[config.mk]
export PLATFORM = sky130hd
export DESIGN_NAME = adct_array
export DESIGN_NICKNAME = d
export VERILOG_FILES = /design/src/rtl/adct_pkg.sv /design/src/rtl/adct_dly.sv /design/src/rtl/adct_bfly.sv /design/src/rtl/adct_k8.sv /design/src/rtl/adct_array.sv
export SDC_FILE = /design/constraint.sdc
export NUM_CORES = 2
export LEC_CHECK = 0
export BUFFER_PORTS_ARGS = -buffer_cell sky130_fd_sc_hd__buf_2
export CORE_UTILIZATION = 55
export CTS_CLUSTER_DIAMETER = 120
export DETAILED_ROUTE_END_ITERATION = 10
export GPL_ROUTABILITY_DRIVEN = 0
export PLACE_DENSITY = 0.75
export SYNTH_ARGS = -nofsm -noshare
export SYNTH_HDL_FRONTEND = slang
export SYNTH_SLANG_ARGS = --single-unit
[constraint.sdc]
create_clock -name clk -period 206.1 [get_ports clk]
set_input_delay 61.83 -clock clk [delete_from_list [all_inputs] [get_ports clk]]
set_output_delay 61.83 -clock clk [all_outputs]
set_load 0.005 [all_outputs]
[src/rtl/adct_pkg.sv]
package adct_pkg;
  localparam int LANES = 32;
  localparam int KPTS  = 8;

  // Lane feeding output position p of a 16-point group.
  function automatic int src16(int p);
    int h = p / 16;
    int j = p % 16;
    return 16 * h + (j % 2) * 8 + j / 2;
  endfunction

  // Lane feeding output position p of the 32-point transform.
  function automatic int src32(int p);
    int h = p % 2;
    int j = p / 2;
    return 16 * h + (j % 2) * 8 + j / 2;
  endfunction
endpackage

[src/rtl/adct_dly.sv]
module adct_dly #(
  parameter int W    = 1,
  parameter bit PIPE = 1'b1,
  parameter bit RST  = 1'b0
) (
  input  logic         clk,
  input  logic         rst_n,
  input  logic         en,
  input  logic [W-1:0] d,
  output logic [W-1:0] q
);
  if (PIPE) begin : g_ff
    logic [W-1:0] r;
    always_ff @(posedge clk) begin
      if (RST && !rst_n) r <= '0;
      else if (en)       r <= d;
    end
    assign q = r;
  end else begin : g_wire
    assign q = d;
  end
endmodule

[src/rtl/adct_bfly.sv]
module adct_bfly #(
  parameter int LANES = 32,
  parameter int N     = 32,
  parameter int IW    = 8,
  parameter bit PIPE  = 1'b1
) (
  input  logic                    clk,
  input  logic                    rst_n,
  input  logic                    en,
  input  logic                    sel,
  input  logic [LANES-1:0][IW-1:0] din,
  output logic [LANES-1:0][IW:0]   dout
);
  localparam int GROUPS = LANES / N;
  localparam int HALF   = N / 2;

  logic [LANES-1:0][IW:0] mx;

  for (genvar g = 0; g < GROUPS; g++) begin : g_grp
    for (genvar i = 0; i < HALF; i++) begin : g_pair
      localparam int LO = g * N + i;
      localparam int HI = g * N + N - 1 - i;
      logic [IW:0] a, b;
      assign a = {din[LO][IW-1], din[LO]};
      assign b = {din[HI][IW-1], din[HI]};
      assign mx[LO]        = sel ? a + b : a;
      assign mx[g*N+HALF+i] = sel ? a - b : {din[g*N+HALF+i][IW-1], din[g*N+HALF+i]};
    end
  end

  adct_dly #(.W(LANES*(IW+1)), .PIPE(PIPE), .RST(1'b0)) u_q (
    .clk(clk), .rst_n(rst_n), .en(en), .d(mx), .q(dout));

  if (PIPE) begin : g_chk

    bypass_chk: assert property (@(posedge clk) disable iff (!rst_n)
      en && !sel |=> dout[0] == {$past(din[0][IW-1]), $past(din[0])});

    pair_chk: assert property (@(posedge clk) disable iff (!rst_n)
      en && sel |=> ({dout[0][IW], dout[0]} + {dout[HALF][IW], dout[HALF]})
                    == {$past(din[0][IW-1]), $past(din[0]), 1'b0});
  end
endmodule

[src/rtl/adct_k8.sv]
module adct_k8 #(
  parameter int IW   = 10,
  parameter bit PIPE = 1'b1
) (
  input  logic                clk,
  input  logic                rst_n,
  input  logic                en,
  input  logic [7:0][IW-1:0]  x,
  output logic [7:0][IW+2:0]  y
);
  localparam int W1 = IW + 1;
  localparam int W2 = IW + 2;
  localparam int W3 = IW + 3;

  logic [7:0][W1-1:0] p1, q1;
  logic [7:0][W2-1:0] p2, q2;
  logic [7:0][W3-1:0] p3;

  // stage 1: mirrored sums (0..3) and differences (4..7)
  for (genvar i = 0; i < 4; i++) begin : g_s1
    assign p1[i]   = {x[i][IW-1], x[i]} + {x[7-i][IW-1], x[7-i]};
    assign p1[4+i] = {x[i][IW-1], x[i]} - {x[7-i][IW-1], x[7-i]};
  end
  adct_dly #(.W(8*W1), .PIPE(PIPE)) u_r1 (.clk(clk), .rst_n(rst_n), .en(en), .d(p1), .q(q1));

  // stage 2: two sum/diff pairs per half
  for (genvar h = 0; h < 2; h++) begin : g_s2
    localparam int B = 4 * h;
    logic [W2-1:0] e0, e1, e2, e3;
    assign e0 = {q1[B][W1-1],   q1[B]};
    assign e1 = {q1[B+1][W1-1], q1[B+1]};
    assign e2 = {q1[B+2][W1-1], q1[B+2]};
    assign e3 = {q1[B+3][W1-1], q1[B+3]};
    if (h == 0) begin : g_even
      assign p2[0] = e0 + e3;
      assign p2[1] = e1 + e2;
      assign p2[2] = e0 - e3;
      assign p2[3] = e1 - e2;
    end else begin : g_odd
      assign p2[4] = e0 + e1;
      assign p2[5] = e2 + e3;
      assign p2[6] = e0 - e1;
      assign p2[7] = e2 - e3;
    end
  end
  adct_dly #(.W(8*W2), .PIPE(PIPE)) u_r2 (.clk(clk), .rst_n(rst_n), .en(en), .d(p2), .q(q2));

  // stage 3: six adders, two straight wires
  logic [7:0][W3-1:0] f;
  for (genvar i = 0; i < 8; i++) begin : g_ext
    assign f[i] = {q2[i][W2-1], q2[i]};
  end
  assign p3[0] = f[0] + f[1];
  assign p3[4] = f[0] - f[1];
  assign p3[2] = f[2] + f[3];
  assign p3[6] = f[2] - f[3];
  assign p3[1] = f[4] + f[5];
  assign p3[7] = f[6] - f[7];
  assign p3[3] = f[6];
  assign p3[5] = f[7];
  adct_dly #(.W(8*W3), .PIPE(PIPE)) u_r3 (.clk(clk), .rst_n(rst_n), .en(en), .d(p3), .q(y));

  if (PIPE) begin : g_chk

    even_split_chk: assert property (@(posedge clk) disable iff (!rst_n)
      en |=> ({q2[0][W2-1], q2[0]} + {q2[2][W2-1], q2[2]})
             == {$past(q1[0][W1-1]), $past(q1[0]), 1'b0});
  end
endmodule

[src/rtl/adct_array.sv]
module adct_array #(
  parameter int IW   = 8,
  parameter bit PIPE = 1'b1
) (
  input  logic                 clk,
  input  logic                 rst_n,
  input  logic                 in_valid,
  output logic                 in_ready,
  input  logic                 in_join_all,
  input  logic                 in_join_pair,
  input  logic [32*IW-1:0]     in_samples,
  output logic                 out_valid,
  input  logic                 out_ready,
  output logic [32*(IW+5)-1:0] out_coef
);
  import adct_pkg::*;
  localparam int OW   = IW + 5;
  localparam int NSTG = 7;

  logic adv;
  assign adv      = !out_valid || out_ready;
  assign in_ready = adv;

  // valid and mode travel together with the data
  logic [NSTG:0]        vq;
  logic [NSTG-1:0][1:0] mq;
  assign vq[0] = in_valid;
  assign mq[0] = {in_join_all, in_join_all | in_join_pair};
  for (genvar s = 0; s < NSTG; s++) begin : g_vld
    adct_dly #(.W(1), .PIPE(PIPE), .RST(1'b1)) u_v (
      .clk(clk), .rst_n(rst_n), .en(adv), .d(vq[s]), .q(vq[s+1]));
  end
  for (genvar s = 0; s < NSTG - 1; s++) begin : g_mode
    adct_dly #(.W(2), .PIPE(PIPE), .RST(1'b0)) u_m (
      .clk(clk), .rst_n(rst_n), .en(adv), .d(mq[s]), .q(mq[s+1]));
  end
  assign out_valid = vq[NSTG];

  logic [LANES-1:0][IW-1:0] x0, x1;
  logic [LANES-1:0][IW:0]   x2;
  logic [LANES-1:0][IW+1:0] x3;
  logic [LANES-1:0][OW-1:0] kq, pr, oc;

  assign x0 = in_samples;
  adct_dly #(.W(LANES*IW), .PIPE(PIPE)) u_in (
    .clk(clk), .rst_n(rst_n), .en(adv), .d(x0), .q(x1));

  adct_bfly #(.LANES(LANES), .N(32), .IW(IW), .PIPE(PIPE)) u_b32 (
    .clk(clk), .rst_n(rst_n), .en(adv), .sel(mq[1][1]), .din(x1), .dout(x2));

  adct_bfly #(.LANES(LANES), .N(16), .IW(IW+1), .PIPE(PIPE)) u_b16 (
    .clk(clk), .rst_n(rst_n), .en(adv), .sel(mq[2][0]), .din(x2), .dout(x3));

  for (genvar g = 0; g < LANES / KPTS; g++) begin : g_kern
    adct_k8 #(.IW(IW+2), .PIPE(PIPE)) u_k (
      .clk(clk), .rst_n(rst_n), .en(adv),
      .x(x3[KPTS*g +: KPTS]), .y(kq[KPTS*g +: KPTS]));
  end

  // output interleave: 3:1 choice per lane
  for (genvar p = 0; p < LANES; p++) begin : g_perm
    localparam int S16 = src16(p);
    localparam int S32 = src32(p);
    assign pr[p] = (mq[6] == 2'b00) ? kq[p] : (mq[6][1] ? kq[S32] : kq[S16]);
  end

  adct_dly #(.W(LANES*OW), .PIPE(PIPE)) u_out (
    .clk(clk), .rst_n(rst_n), .en(adv), .d(pr), .q(oc));
  assign out_coef = oc;

  if (PIPE) begin : g_chk

    stall_hold_chk: assert property (@(posedge clk) disable iff (!rst_n)
      out_valid && !out_ready |=> out_valid && $stable(out_coef));

    rst_clear_chk: assert property (@(posedge clk) disable iff (!rst_n)
      $rose(rst_n) |-> !out_valid);

    perm8_chk: assert property (@(posedge clk) disable iff (!rst_n)
      adv && mq[6] == 2'b00 |=> oc[3] == $past(kq[3]));

    perm32_chk: assert property (@(posedge clk) disable iff (!rst_n)
      adv && mq[6] == 2'b11 |=> oc[1] == $past(kq[16]));
  end
endmodule

==> results.ini <==
[cells_and_area]
drive_gt1_frac=0.08259
areaGrowthSynthToFinish_pct=9.744
fin_nets=16630

[worst_setup_path]
crit_path_end_kind=output port
r2r-end=u_out.q[372]$_DFFE_PP_
worst_path_largest_cell_delay_ns=0.41
r2r.worst_path.cells=8
worstPathBufferInverterCount=2
crit_path_top_delay_cell=nand2b_4
critical_path_class=in2out
cp.required_ns=144.27
crit_arrival_ns=62.63
start_kind=input port
crit_fanout=24
reg2reg_slack_ns=199.18
crit_chain=buf_2, nand2b_4, buf_2
crit_top_cell=buf_2
cp_top_family=simple AND/OR/NAND/NOR gates
worstReg2RegStart=g_vld[6].u_v.q$_SDFFE_PN0P_

[logic_synthesis]
ys_async_sr_fraction=0
yosysSeqAreaShare=0.4759
yosysWarnings=0
syn_nets=16170
synth.top_cell.area_share=0.4749
synth.most_common_cell=edfxtp_1
syn-instance-count=14260
synth_cell_type_count=86
synth_seq_cells=2395
synthesis.area_sq_um=151000
yosysTopAreaCell=edfxtp_1
yosys-top-cells-area=edfxtp_1 47%, ha_1 12%, inv_1 3.8%
synthTopCellsByCount=2388 x edfxtp_1, 1547 x inv_1, 1497 x ha_1
syn_area_per_cell_sq_um=10.59
synth_edf_count=2388
ys.flop_type=edfxtp_1

[run]
cap_violations=0

[die]
dieArea_sq_um=276600
die_h_microns=525.9
io_pins=680
die_x_microns=525.9
rows=191
initial_core_util=0.5552
core_area_sq_um=272000

[global_routing]
grt_first_pass_wirelength_microns=620400
track_usage=0.2996
overflow=0
first_global_vias=96560
antenna_found_initial=22
grt_max_degree=300

[drt]
vias=110100
firstDrtPassIters=6
routed_wirelength_microns=429100
drc=0
postRouteAntennaNets=0
viasPerCell=5.946
drt_iter0_markers=14440
wl_per_cell_microns=23.18

[min_path]
hp-start=g_mode[3].u_m.q[1]$_DFFE_PP_
whs_path_depth=0
hold_end=g_mode[4].u_m.q[1]$_DFFE_PP_
hold_path.class=reg2reg

[cts]
numCtsBuffers=245
cts_resized=0
clock-sinks=2395
cts_max_level=4
postCtsSetupRepairBufs=0
cts.path.max_buffers=4
cts_hold_buf=0
root_buffer=clkbuf_16
cts_tree=yes
clk_latency_ns=0.97
clk_pin_slew_worst_paths_ns=0.06

[power_and_ir_drop]
switching_share=0.4388
switchingPower_mw=1.341
pwr-share-clk=0.150
p_leak_nw=71.46
p_int_mw=1.715
seq_power_share=0.341
p_per_area_nw_per_um2=18.44
p_comb_frac=0.509
p_total_mw=3.056
ir_worst_vdd_mv=0.01070

[status]
status=completed

[timing]
worstMarginPinSlew_ns=1.231
finalHoldViolations=0
period_minus_slack_ns=124.46
fin_crit_sh=0.6039
fin_ws_ns=81.64
finalClockSkew_ns=0.1023
setup-violations-final=0
max_freq_mhz=8.035
relSlewSlack=0.1796
setup_tns_ns=0
maxSlewViolCount=0
grt_setup_unrepaired=false

[place]
numPortBuffers=679
pre_cts_ws_ns=81.55
dpl.hpwl_microns=345600

==> flip-flops by register name, indices dropped and copies added (netlist names) <==
name and count:
u_b16.u_q.q 320, g_kern.u_k.u_r3.q 392, u_b32.u_q.q 288, g_kern.u_k.u_r1.q 336, g_mode.u_m.q 12, u_in.q 256
g_kern.u_k.u_r2.q 368, u_out.q 416, g_vld.u_v.q 7
==> stage by stage <==
stage | instances | utilization | hold slack [ns] | area (sq um)
final | 18510 | 0.6093 | 0.3568 | 165700
after global routing | 18500 | 0.6092 | 0.3519 | 165700
after CTS | 18500 | 0.6092 | 0.3413 | 165700
after detailed placement | 18040 | 0.5786 | 0.4045 | 157300
after global placement | 18040 | 0.5786 | 0.4043 | 157300
after floorplan | 14260 | - | 0.4003 | 151000
==> placed cells by master, fill, tap and decap left out, types with 98 or more instances in the layout <==
cell type and n:
a21oi_1 781, o31ai_1 188, xor2_1 235, nand3_1 117, nand2_1 953, buf_2 679
o21a_1 118, o21ai_0 916, nor2_1 1030, nor3_1 357, or3_1 218, nand2b_1 251
mux2i_1 390, a21boi_0 98, a31oi_1 152, ha_1 1497, clkbuf_16 247, edfxtp_1 2388
o21bai_1 168, fa_1 152, nor2b_1 366, inv_1 1546, xnor2_1 562
==> metal layers <==
layer / share of wire / track usage / wire (microns)
met2: 0.41 / 0.4375 / 177900
met3: 0.11 / 0.04037 / 45700
met5: 0.00017 / 0 / 73
met4: 0.047 / 0.1236 / 20110
met1: 0.43 / 0.4470 / 185300
==> layout make-up <==
class | count | area, sq um
fillers | 21410 | 106300
flip-flops and latches | 2395 | 71850
diodes | 12 | 30.03
clock inverters | 178 | 2018
multi-input cells | 9784 | 71260
repair buffers | 731 | 3901
well taps | 3570 | 4467
clock buffers | 280 | 6305
inverters | 1561 | 5869
==> power groups by stage <==
stage	Combinational [mW]	Sequential (mW)	Clock, mW
finish	1.55	1.04	0.458
global route	1.67	1.05	0.481
CTS	1.52	1.04	0.463
detailed placement	1.51	1.05	0
global placement	1.49	1.04	0
floorplan	1.02	0.946	0
==> cell families after synthesis <==
logic type,share of synthesized area
and+or+nand+nor,0.1204
xor gates and xnor gates,0.04623
adders and majority gates,0.1442
muxes,0.03055
AOI/OAI and AO/OA,0.1304
buffers and inverters,0.05229
DFF,0.4759
==> worst max-delay path by stage <==
stage / startpoint / end / slack, ns / cells after the start
after detailed placement: out_ready / in_ready / 81.55 / 3
after global routing: out_ready / in_ready / 81.55 / 3
final: out_ready / in_ready / 81.64 / 3
after CTS: out_ready / in_ready / 81.55 / 3
after floorplan: out_ready / in_ready / 17.64 / 2
after global placement: out_ready / in_ready / 81.55 / 3
Note: power is estimated with default switching activity, not from simulation.
